--- src/rtl/lowpri_arbiter.sv ---
module lowpri_arbiter #(
  parameter int N  = 8,
  parameter int PW = 8
) (
  input  logic          clk,
  input  logic          rst_n,
  input  logic          req,
  input  logic          nmi_mode,
  input  logic [N-1:0]  dest_mask,
  input  logic [N-1:0]  active,
  input  logic [N*PW-1:0] prio_flat,
  output logic [N-1:0]  grant,
  output logic [N-1:0]  nmi_pulse,
  output logic          done,
  output logic          fail
);

  localparam int IW = (N > 1) ? $clog2(N) : 1;
  localparam int CW = 4;

  logic [IW-1:0] start_q;
  logic [IW-1:0] win;
  logic [IW-1:0] next_start;
  logic [CW:0]   best;
  logic          found;
  logic [N-1:0]  elig;

  assign elig       = dest_mask & active;
  assign next_start = (win == IW'(N-1)) ? '0 : win + IW'(1);

  always_comb begin
    int idx;
    best  = {1'b1, {CW{1'b0}}};
    win   = '0;
    found = 1'b0;
    for (int k = 0; k < N; k++) begin
      idx = int'(start_q) + k;
      if (idx >= N) idx = idx - N;
      if (elig[idx] && ({1'b0, prio_flat[idx*PW + PW - CW +: CW]} < best)) begin
        best  = {1'b0, prio_flat[idx*PW + PW - CW +: CW]};
        win   = IW'(idx);
        found = 1'b1;
      end
    end
  end

  always_ff @(posedge clk) begin
    if (!rst_n) begin
      start_q   <= '0;
      grant     <= '0;
      nmi_pulse <= '0;
      done      <= 1'b0;
      fail      <= 1'b0;
    end else begin
      done      <= req;
      fail      <= req && (elig == '0);
      grant     <= (req && !nmi_mode && found) ? (N'(1) << win) : '0;
      nmi_pulse <= (req && nmi_mode) ? elig : '0;
      if (req && !nmi_mode && found) start_q <= next_start;
    end
  end


  grant_onehot_chk: assert property (@(posedge clk) disable iff (!rst_n)
    $onehot0(grant));


  done_follows_req_chk: assert property (@(posedge clk) disable iff (!rst_n)
    done |-> $past(req));


  grant_in_eligible_chk: assert property (@(posedge clk) disable iff (!rst_n)
    done |-> ((grant & ~$past(dest_mask & active)) == '0));


  nmi_in_eligible_chk: assert property (@(posedge clk) disable iff (!rst_n)
    (nmi_pulse != '0) |-> ($past(req && nmi_mode) &&
                           nmi_pulse == $past(dest_mask & active)));


  fail_silent_chk: assert property (@(posedge clk) disable iff (!rst_n)
    fail |-> (done && grant == '0 && nmi_pulse == '0));


  pointer_hold_chk: assert property (@(posedge clk) disable iff (!rst_n)
    (done && grant == '0) |-> $stable(start_q));


  idle_quiet_chk: assert property (@(posedge clk) disable iff (!rst_n)
    !done |-> (grant == '0 && nmi_pulse == '0 && !fail));

endmodule

--- config.mk ---
export PLATFORM = sky130hd
export DESIGN_NAME = lowpri_arbiter
export DESIGN_NICKNAME = d
export VERILOG_FILES = /design/src/rtl/lowpri_arbiter.sv
export SDC_FILE = /design/constraint.sdc
export NUM_CORES = 1
export LEC_CHECK = 0
export BUFFER_PORTS_ARGS = -buffer_cell sky130_fd_sc_hd__buf_2
export CORE_MARGIN = 3
export CORE_UTILIZATION = 40
export CTS_CLUSTER_SIZE = 24
export DETAILED_ROUTE_END_ITERATION = 10
export GPL_TIMING_DRIVEN = 0
export SLEW_MARGIN = 15
export SYNTH_ARGS = -nofsm -noshare
export SYNTH_HDL_FRONTEND = slang
export SYNTH_SLANG_ARGS = --single-unit
--- constraint.sdc ---
create_clock -name clk -period 38.5 [get_ports clk]
set_input_delay 7.7 -clock clk [delete_from_list [all_inputs] [get_ports clk]]
set_output_delay 7.7 -clock clk [all_outputs]
set_load 0.05 [all_outputs]
==> impl_metrics.csv <==
group,metric,value,unit
outcome,status,"finished, final reports clean",
setup_path,worstSetupStartpointType,"primary input",
synth,synth-edff-count,0,
layout,finalInstanceArea,0.00461,mm^2
detailed_routing,wire_per_inst,18.7,um
sta,finalCriticalPeriod,22.00,ns
setup_path,crit_fanout,10,
hold_path,min_path_type,"reg2reg",
die,row_count,36,
setup_path,critical_path_class,"in2reg",
sta,max_freq,0.0455,GHz
detailed_routing,highest_layer,"met4",
power_and_ir_drop,leakagePower,1.94,nW
global_route,antenna_found_initial,0,
synth,synth_top_area_cell,"mux4_2",
detailed_routing,met1_length,5.11,mm
clocking,clock_latency,0.25,ns
placement,placed_cell_area,0.00457,mm^2
synth,synth.avg_cell_area,9.37,um^2
synth,synth_fa_ha_area_frac,0.102,
die,core-area,0.00982,mm^2
clocking,cts-htree-levels,1,
die,start_util,0.413,
clocking,cts_tree,"yes",
clocking,clk_path_buf_depth,2,
sta,slew_violations,0,
clocking,cts.sink_count,21,
global_route,grt-ovfl-total,0,
detailed_routing,wirelength,11.9,mm
synth,ys_ff_latch,21,
setup_path,max_stage_delay,0.55,ns
clocking,cts_setup_buffers,0,
synth,yosys-top-cells-area,"mux4_2 27%, dfxtp_1 10%, ha_1 10%, mux2i_1 6.4%, nand2_1 4.9%",
setup_path,slowest_stage,"mux4_2",
setup_path,end_kind,"flip-flop",
sta,setup_tns,0,ns
detailed_routing,vias,3872,
synth,synthCells,433,
synth,synth_cell_type_count,65,
detailed_routing,wl_met3,906,um
detailed_routing,wl_met2,5.85,mm
synth,synth_top_family_by_area,"multiplexers",
synth,synth_xor_area_frac,0.0111,
setup_path,cp.required,38.68,ns
global_route,grt_max_degree,13,
hold_path,holdCritStartpoint,"start_q[2]",
synth,yosysSeqAreaShare,0.104,
sta,worst_slew_pin_slew,0.923,ns
layout,diodes,0,
global_route,grt_pass1_vias,3780,
placement,dpl.hpwl,9.83,mm
synth,syn_nets,550,
synth,yosysWarningCount,0,
detailed_routing,drt-initial-drc-count,338,
sta,rsz0062_at_grt,"no",
synth,synth_compound_area_frac,0.194,
layout,syn2layout_area_growth,13.8,%
placement,gp_congestion,0.895,
clocking,cts_hold_buf,0,
setup_path,reg2reg_from,"start_q[0]",
die,pin_count,102,
setup_path,crit_arrival,22.18,ns
placement,port_buffers,69,
sta,period_share,0.571,
die,die_w,107,um
synth,synthMuxAreaShare,0.373,
synth,synth-async-reset-ratio,0,
detailed_routing,drc,0,
synth,synth-simple-area-share,0.167,
layout,drive_above_1_share,0.338,
sta,slew_headroom,0.383,
clocking,ctsResizeCount,0,
sta,skew,0.000501,ns
setup_path,crit_start,"dest_mask[7]",
global_route,grt_pass1_wl,19.4,mm
detailed_routing,drt_first_pass_iters,5,
layout,final.fill_count,984,
detailed_routing,ant_nets,0,
run,drv_cap,0,
clocking,ctsRootBufferMaster,"clkbuf_8",
die,die_h,107,um
synth,netlist.area_leader.share,0.267,
power_and_ir_drop,power_density,93.5,mW/mm^2
synth,synthFlopType,"dfxtp_1",
clocking,clk_pin_slew,0.07,ns
global_route,grt_usage,0.210,
clocking,numCtsBuffers,3,
power_and_ir_drop,max-vdd-ir-drop,0.0271,mV
synth,syn_area,0.00406,mm^2
sta,hold_viol,0,
sta,setup_viol,0,
detailed_routing,viasPerCell,6.06,
die,die-area,0.0114,mm^2
layout,fin_nets,624,
-- final timing paths --
| kind | end | slack [ns] | depth (start not counted) |
|---|---|---|---|
| worst max-delay path | start_q[1] | 16.50 | 69 |
| worst min register to register | grant[2] | 1.17 | 4 |
| worst min-delay path | grant[2] | 1.17 | 4 |
| worst max register to register | start_q[1] | 22.05 | 74 |
-- report_power, final --
part / switching (mW) / internal [mW]
Clock: 0.00702 / 0.00720
Sequential: 0.00109 / 0.0247
Combinational: 0.222 / 0.169
Total: 0.230 / 0.201
-- flip-flops by register name, indices dropped and copies added (netlist names) --
| name | cells |
|---|---|
| done | 1 |
| fail | 1 |
| grant | 8 |
| nmi_pulse | 8 |
| start_q | 3 |
-- synthesized netlist by cell type, types with 3 or more instances --
| master | instances |
|---|---|
| nand2_1 | 53 |
| mux4_2 | 48 |
| nor2_1 | 39 |
| ha_1 | 33 |
| mux2i_1 | 26 |
| dfxtp_1 | 21 |
| inv_1 | 18 |
| o21ai_1 | 16 |
| a21oi_1 | 14 |
| o21a_1 | 14 |
| a21o_1 | 12 |
| nand3_1 | 11 |
| mux2_2 | 10 |
| a31oi_1 | 8 |
| buf_2 | 7 |
| nor2b_1 | 7 |
| buf_1 | 5 |
| buf_6 | 5 |
| a211oi_1 | 4 |
| mux2_4 | 4 |
| nand3_2 | 4 |
| nor3_1 | 4 |
| o211ai_1 | 4 |
| o21ai_0 | 4 |
| o22ai_1 | 4 |
| a21oi_2 | 3 |
| nor3b_1 | 3 |
-- final cells by class --
| cell class | count | area, um^2 | share of cell area |
|---|---|---|---|
| flip-flops and latches | 21 | 420 | 0.0911 |
| plain buffers | 20 | 125 | 0.0271 |
| inverters | 20 | 75.1 | 0.0163 |
| clock buffers | 3 | 41.3 | 0.00895 |
| repair buffers | 69 | 345 | 0.0749 |
| multi-input cells | 372 | 3430 | 0.745 |
| clock inverters | 1 | 5.00 | 0.00108 |
| well taps | 133 | 166 | 0.0361 |
-- metal layers --
metal / track usage / up-vias
met5: 0 / -
met4: 0.0301 / 0
met3: 0.0590 / 9
met2: 0.344 / 165
met1: 0.283 / 1872
li1: - / 1826
-- metrics by stage --
| step | std cells | total power [mW] | utilization | hold WS (ns) | setup slack, ns |
|---|---|---|---|---|---|
| floorplan | 433 | 0.333 | - | 0.930 | 18.17 |
| global placement | 635 | 0.408 | 0.465 | 1.12 | 16.50 |
| detailed placement | 635 | 0.415 | 0.465 | 1.13 | 16.31 |
| CTS | 639 | 0.432 | 0.470 | 1.16 | 16.53 |
| global route | 639 | 0.479 | 0.470 | 1.22 | 15.33 |
| finish | 639 | 0.432 | 0.470 | 1.17 | 16.50 |
-- critical path, delay by kind of cell --
family          cells  cell delay [ns]
fa+ha+maj           9             2.41
buf+inv             6             0.94
mux                 3             1.27
compound gates     38             7.39
simple gates       13             2.45
-- kinds of logic after synthesis --
group                    Yosys count
AND/OR/NAND/NOR                  140
AO/OA/AOI/OAI                    108
multiplexers                      88
buffers and inverters             40
adder cells (fa/ha/maj)           33
flip-flops                        21
XOR/XNOR                           3
-- placed cells by master, fill, tap and decap left out, types with 3 or more instances in the layout --
cell type / instances
a31oi_1: 8
ha_1: 33
buf_1: 5
nand3_2: 4
o211ai_1: 4
o21a_1: 14
o21ai_1: 16
dfxtp_1: 21
buf_6: 5
o21ai_0: 4
nor2b_1: 7
mux4_2: 48
nand2_1: 53
clkbuf_8: 3
a21oi_1: 14
nand3_1: 11
inv_1: 18
nor2_1: 39
a21o_1: 12
a21oi_2: 3
a211oi_1: 4
o22ai_1: 4
nor3_1: 4
mux2_4: 4
mux2_2: 10
mux2i_1: 26
buf_2: 76
nor3b_1: 3
Power figures use the tool's default switching activity.
